## src/rtl/sgen_pkg.sv

```systemverilog
package sgen_pkg;
  // Default formats: samples Q1.15, coefficient Q2.14
  localparam int unsigned SMP_W  = 16;
  localparam int unsigned K_W    = 16;
  localparam int unsigned K_FRAC = 14;
endpackage

```

## src/rtl/sgen_mac.sv

```systemverilog
// Combinational step: rnd(k*p1 >> FRAC) - p2, clamped to DW bits.
module sgen_mac #(
  parameter int unsigned DW   = sgen_pkg::SMP_W,
  parameter int unsigned CW   = sgen_pkg::K_W,
  parameter int unsigned FRAC = sgen_pkg::K_FRAC
) (
  input  logic [CW-1:0] k,
  input  logic [DW-1:0] p1,
  input  logic [DW-1:0] p2,
  output logic [DW-1:0] y,
  output logic          sat
);
  localparam int unsigned PW = DW + CW;
  localparam logic signed [PW-1:0] HALF = {{(PW-FRAC){1'b0}}, 1'b1, {(FRAC-1){1'b0}}};
  localparam logic signed [PW:0]   HI   = {{(PW-DW+2){1'b0}}, {(DW-1){1'b1}}};
  localparam logic signed [PW:0]   LO   = {{(PW-DW+2){1'b1}}, {(DW-1){1'b0}}};

  logic signed [PW-1:0] prod;
  logic signed [PW-1:0] rnd;
  logic signed [PW:0]   diff;

  always_comb begin
    prod = PW'($signed(k) * $signed(p1));
    rnd  = (prod + HALF) >>> FRAC;
    diff = $signed({rnd[PW-1], rnd}) - $signed({{(PW+1-DW){p2[DW-1]}}, p2});
    sat  = 1'b0;
    y    = diff[DW-1:0];
    if (diff > HI) begin
      y   = HI[DW-1:0];
      sat = 1'b1;
    end else if (diff < LO) begin
      y   = LO[DW-1:0];
      sat = 1'b1;
    end
  end
endmodule

```

## src/rtl/sgen_taps.sv

```systemverilog
// The two delay registers of the recursion.
module sgen_taps #(
  parameter int unsigned DW = sgen_pkg::SMP_W
) (
  input  logic          clk,
  input  logic          rst_n,
  input  logic          load,
  input  logic          adv,
  input  logic [DW-1:0] seed,
  input  logic [DW-1:0] y_new,
  output logic [DW-1:0] p1,
  output logic [DW-1:0] p2
);
  logic [DW-1:0] p1_nx, p2_nx;
  logic          tap_en;

  always_comb begin
    tap_en = load | adv;
    p1_nx  = p1;
    p2_nx  = p2;
    if (load) begin
      p1_nx = '0;
      p2_nx = seed;
    end else if (adv) begin
      p1_nx = y_new;
      p2_nx = p1;
    end
  end

  always_ff @(posedge clk or negedge rst_n) begin
    if (!rst_n) begin
      p1 <= '0;
      p2 <= '0;
    end else if (tap_en) begin
      p1 <= p1_nx;
      p2 <= p2_nx;
    end
  end
endmodule

```

## src/rtl/sgen_resonator.sv

```systemverilog
module sgen_resonator #(
  parameter int unsigned DW   = sgen_pkg::SMP_W,
  parameter int unsigned CW   = sgen_pkg::K_W,
  parameter int unsigned FRAC = sgen_pkg::K_FRAC
) (
  input  logic          clk,
  input  logic          rst_n,
  input  logic          reload,
  input  logic          advance,
  input  logic [CW-1:0] freq_k,
  input  logic [DW-1:0] seed,
  output logic [DW-1:0] sample,
  output logic          sample_vld,
  output logic          clip_seen
);
  logic [DW-1:0] p1, p2, y_step;
  logic          step_sat;
  logic          stepping;
  logic          vld_nx, clip_nx;

  sgen_mac #(.DW(DW), .CW(CW), .FRAC(FRAC)) u_mac (
    .k   (freq_k),
    .p1  (p1),
    .p2  (p2),
    .y   (y_step),
    .sat (step_sat)
  );

  sgen_taps #(.DW(DW)) u_taps (
    .clk   (clk),
    .rst_n (rst_n),
    .load  (reload),
    .adv   (advance),
    .seed  (seed),
    .y_new (y_step),
    .p1    (p1),
    .p2    (p2)
  );

  always_comb begin
    stepping = advance & ~reload;
    vld_nx   = stepping;
    clip_nx  = clip_seen;
    if (reload)
      clip_nx = 1'b0;
    else if (stepping && step_sat)
      clip_nx = 1'b1;
  end

  always_ff @(posedge clk or negedge rst_n) begin
    if (!rst_n) begin
      sample_vld <= 1'b0;
      clip_seen  <= 1'b0;
    end else begin
      sample_vld <= vld_nx;
      clip_seen  <= clip_nx;
    end
  end

  assign sample = p1;
endmodule

```

## config.mk

```make
export PLATFORM = sky130hd
export DESIGN_NAME = sgen_resonator
export DESIGN_NICKNAME = d
export VERILOG_FILES = /design/src/rtl/sgen_pkg.sv /design/src/rtl/sgen_mac.sv /design/src/rtl/sgen_taps.sv /design/src/rtl/sgen_resonator.sv
export SDC_FILE = /design/constraint.sdc
export NUM_CORES = 1
export LEC_CHECK = 0
export CORE_ASPECT_RATIO = 0.7
export CORE_MARGIN = 3
export CORE_UTILIZATION = 45
export CTS_BUF_LIST = sky130_fd_sc_hd__clkbuf_8
export CTS_CLUSTER_SIZE = 12
export DETAILED_ROUTE_END_ITERATION = 12
export GPL_TIMING_DRIVEN = 1
export PLACE_DENSITY = 0.76
export SLEW_MARGIN = 0
export SYNTH_ARGS = -nofsm -noshare
export SYNTH_HDL_FRONTEND = slang
export SYNTH_SLANG_ARGS = --single-unit
```

## constraint.sdc

```tcl
create_clock -name clk -period 8.2 [get_ports clk]
set_input_delay 0.82 -clock clk [delete_from_list [all_inputs] [get_ports clk]]
set_output_delay 0.82 -clock clk [all_outputs]
set_load 0.02 [all_outputs]
```

# After elaboration in Yosys (flattened, before gate mapping)
# Index checks and enable logic that the tools add are counted.
[op_classes] n_addsub=2 n_mul=1 order_cmp=2 muxes=10 n_bitwise=3 n_reduce_logical=4
[op_table] operator="16-bit 2-to-1 mux" n=6
[op_table] operator="33-bit by 16-bit greater-than comparator with 1-bit output (second input constant)" n=1
[op_table] operator="33-bit by 16-bit less-than comparator with 1-bit output (second input constant)" n=1
[op_table] operator="32-bit by 15-bit adder with 32-bit output (second input constant)" n=1
[op_table] operator="16-bit by 16-bit multiplier with 32-bit output" n=1
[op_table] operator="18-bit by 16-bit subtractor with 19-bit output" n=1
[op_table] operator="1-bit 2-to-1 mux" n=4
[op_table] operator="2-bit nonzero test" n=2
[op_table] operator="2-bit AND reduction" n=1
[op_table] operator="1-bit AND" n=1
[op_table] operator="1-bit logical AND" n=1
[op_table] operator="1-bit NOT" n=1
[op_table] operator="1-bit bitwise OR" n=1
[totals] reg_bits=34 input_bits=36 out_inout_bits=18 wordCells=26

# Longest topological paths before layout
[logic_depth] depth_word=9 mapped_depth=34 depth_no_buf=31

# Cells and area by module
# From an unflattened synthesis, not the netlist that was laid out.
[unflattened] cells_unflattened=1340 hier_area_um2=12150.4
[by_module_without_submodules] mod="sgen_mac" instances=1 cells_each=1214 area_per_inst_um2=10672.7
[by_module_without_submodules] mod="sgen_taps" instances=1 cells_each=121 area_per_inst_um2=1412.6
[by_module_without_submodules] mod="sgen_resonator" instances=1 cells_each=5 area_per_inst_um2=65.1

# Worst setup path before layout
# No wires, ideal clock.
[synth_path] path_type="input to register" start="input freq_k[15]" end="register u_taps.p1[11]" setup_ns=0.126 arrival_time_ns=8.316 path_slack_ns=-0.242 path_stages=28 path_buffers=2 path_cell_list="clkbuf_1 nand2_1 fa_1 inv_1 fa_1 inv_1 fa_1 fa_1 inv_1 fa_1 inv_1 fa_1 inv_1 ha_1 nand2_1 or3_1 o221ai_1 xor2_1 ha_1 a21o_1 a21o_4 mux2i_1 a211oi_2 o311ai_4 o32ai_2 nor2_2 buf_6 a221o_1"
[synth_via] elab_chain_cells=8
[synth_rtl] element="start: declaration" line_no="sgen_resonator.sv:10" source="input logic [CW-1:0] freq_k,"
[synth_rtl] element="16-bit by 16-bit multiplier with 32-bit output *" line_no="sgen_mac.sv:23" source="prod = PW'($signed(k) * $signed(p1));"
[synth_rtl] element="32-bit by 15-bit adder with 32-bit output *" line_no="sgen_mac.sv:24" source="rnd = (prod + HALF) >>> FRAC;"
[synth_rtl] element="18-bit by 16-bit subtractor with 19-bit output *" line_no="sgen_mac.sv:25" source="diff = $signed({rnd[PW-1], rnd}) - $signed({{(PW+1-DW){p2[DW-1]}}, p2});"
[synth_rtl] element="33-bit by 16-bit less-than comparator with 1-bit output" line_no="sgen_mac.sv:31" source="end else if (diff < LO) begin"
[synth_rtl] element="16-bit 2-to-1 mux" line_no="sgen_mac.sv:31"
[synth_rtl] element="16-bit 2-to-1 mux *" line_no="sgen_mac.sv:28" source="if (diff > HI) begin"
[synth_rtl] element="16-bit 2-to-1 mux *" line_no="sgen_taps.sv:24" source="end else if (adv) begin"
[synth_rtl] element="16-bit 2-to-1 mux *" line_no="sgen_taps.sv:21" source="if (load) begin"
[synth_rtl] element="end signal: assignment" line_no="sgen_taps.sv:35" source="p1 <= p1_nx;"
[synth_rtl] element="end: declaration" line_no="sgen_taps.sv:11" source="output logic [DW-1:0] p1,"
# Mark *: on every way between the ends. The rest lies on a longest branch, timed or not. The select of a mux whose other input is x is not followed.
# A chain may end at the register's enable or synchronous reset.

# Worst setup path after layout
[layout_path] start="input freq_k[14]" end="register u_taps.p1[11]"
# The elaborated chain is that of the path after synthesis.

==> summary.txt <==
Nets@finish: 1902
Cell Area, Synth: 11850 um2
Critical Path Source Type: primary input
Clock skew: 8.372 ps
CP Max Fanout: 10
Largest family of logic cells by synthesized area: adder cells
Pin count of the biggest net entering global routing: 36
Fraction of the yosys area taken by sequential cells: 0.07182
DRC viols: 0
Met2 GRT Util: 0.3559
Simple-gate portion of the synthesized area: 0.1433
CTS Buf Count: 5
Max-cap violation count: 0
Slew margin rel.: 0.3211
Antenna diodes: 0
Starting density of the core: 0.4590
Status: finished, final reports clean
Slew Limit Fails: 0
Cell at the slowest stage of the critical path: fa_1
Syn Nets: 1687
Seq cells post-synth: 34
XOR/XNOR Fraction of Synth Area: 0.02883
Commonest non-fill, non-tap cells in the layout: 311 x inv_1, 248 x fa_1, 183 x buf_4, 155 x nand2_1, 106 x and2_1
Slew of the pin with the lowest slew margin: 1015 ps
Fillers: 2143
Layer with the highest usage: met1
Die area: 28340 um2
Ys flop type: dfrtp_1
Minimum hold slack: 570.0 ps
Final setup vio count: 0
Post-synth top area cell: fa_1
RSZ-0062 raised after global routing: yes
Vias per cell: 5.042
Worst path most repeated cell: fa_1
Htree depth: 2
Final worst path period share: 0.9816
CP arrival: 8210 ps
Number of port buffers: 53
Layout cells sized above 1: 0.2194
CTS tree: yes
Detailed-route wire length: 32280 um
Fin cells: 1866
Post-DP HPWL: 26610 um
Initial antenna violation count: 0
Post-synth EDFFs: 0
Met3 usage: 0.05554
Gr ovfl total: 0
Hold Vio Cnt, Final: 0
WL/cell: 17.30 um
Die W: 199.9 um
Area Growth Syn to Fin: 24.56%
Area of the multi-input gates: 10020 um2
Ys Warns: 0
Placed insts: 1828
CTS sink count: 34
CP Data Required Time: 8360 ps
Die Y: 141.8 um
Syn Area/Cell: 9.162 um2
Gr usage total: 0.2380
I/O pin cnt: 54
Fmax: 124.2 MHz
Netlist cell types: 56
Synthesized instance count: 1293
Synth top area share: 0.4444
Clock buffer depth: 2
Met1 usage: 0.3627
Most common cell after layout, fill and taps aside: inv_1
DRT Pass-1 Iters: 5
Standard-cell rows: 49
Setup crit end kind: flop
Sequential cell area: 855.8 um2
Top cells by area, synth: fa_1 44%, inv_1 10%, ha_1 10%
Post-synthesis mux area share: 0.01436
Min Tclk post-route: 8049 ps
First-pass GRT wire length: 52920 um
Root Driver: clkbuf_8
Synth async-reset ratio: 1.000
Final GP Congestion: 0.9357
Hold crit path type: reg2reg
Vias in the first global route: 10.27k
Core ar.: 25810 um2
Class of the most critical setup path: in2reg
Routed Antenna Nets: 0
CP peak stage delay: 540 ps
Post-Synth Adder-Cell Area: 0.5448
Clock Pin Slew Worst Setup and Hold Paths: 70 ps
1st-iter DRT viols: 733
Vias: 9408
Worst skew pair latency: 290 ps
Compound-gate portion of the synthesized area: 0.07837
==> final cells by class <==
class	instances	area share
Sequential cell	34	0.05800
Inverter	321	0.08166
Tap cell	357	0.03027
Clock inverter	2	0.0005936
Clock buffer	6	0.005597
Timing Repair Buffer	257	0.1446
Multi-Input combinational cell	889	0.6793
==> synth_stat cells (all sizes together), types with 2 or more instances <==
cell,number
inv,321
fa,263
nand2,156
and2,115
ha,95
clkbuf,46
o21ai,38
dfrtp,34
nor2,33
xnor2,30
a21oi,27
a21o,17
mux2i,17
a221o,13
nand2b,12
xor2,9
a211oi,7
o21a,7
nand3,5
nor3,5
nand4,4
or3,4
a22o,3
a31oi,3
buf,3
nor2b,3
a2111oi,2
a311oi,2
o211ai,2
o21bai,2
or2,2
==> repair_timing <==
item                       4_1_cts  5_1_grt
buffers inserted                10       21
pin swaps                       57       84
hold buffers                     0        0
gates cloned                     1        0
resized for setup               96      110
setup endpoints to repair       17       17
==> flip-flops by register name, summed over array words and instances (netlist names) <==
| signal | cells |
|---|---|
| clip_seen | 1 |
| sample_vld | 1 |
| u_taps.p2 | 16 |
| u_taps.p1 | 16 |
==> routing by layer <==
metal  vias to the layer above  share of wire
met5                         -              0
met4                         0          0.011
met3                        32          0.089
met2                       364           0.44
met1                      4715           0.46
li1                       4297              -
==> path summary, 6_finish.rpt <==
path | slack [ps] | startpoint | endpoint | depth (start not counted)
worst min register to register | 570 | u_taps.p2[3] | u_taps.p2[3] | 2
min in group asynchronous | 930 | rst_n | u_taps.p2[8] | 2
worst max-delay path | 150 | freq_k[14] | u_taps.p1[11] | 32
worst min-delay path | 570 | u_taps.p2[3] | u_taps.p2[3] | 2
max in group asynchronous | 6940 | rst_n | u_taps.p1[9] | 2
worst max register to register | 210 | u_taps.p1[5] | u_taps.p1[11] | 30
==> worst max-delay path, delay by kind of cell <==
kind / cells / cell delay (ps)
adders and majority gates: 8 / 3720
xor gates and xnor gates: 1 / 150
buffers and inverters: 9 / 980
and+or+nand+nor: 6 / 1050
AOI/OAI and AO/OA: 8 / 1480
==> cell families (layout without fill, tap and decap cells) <==
family / after synthesis / count (layout)
DFF: 34 / 34
AOI/OAI and AO/OA: 130 / 130
muxes: 17 / 17
buffers and inverters: 370 / 586
and+or+nand+nor: 345 / 345
xor gates and xnor gates: 39 / 39
adders and majority gates: 358 / 358
==> metrics by stage <==
step           TNS [ps]  utilization  setup slack [ps]  instance area, um2
6_report              0       0.5717             151.1               14760
4_1_cts               0       0.5557             10.55               14340
5_1_grt           -1843       0.5717            -155.2               14760
3_5_place_dp     -13820       0.5416            -891.1               13980
3_3_place_gp     -12600       0.5416            -779.0               13980
2_1_floorplan         0            -             30.40               11860
Power is left out: the tool's default activity adds up to more than one toggle a clock period on the data nets, which glitch-free logic cannot reach.
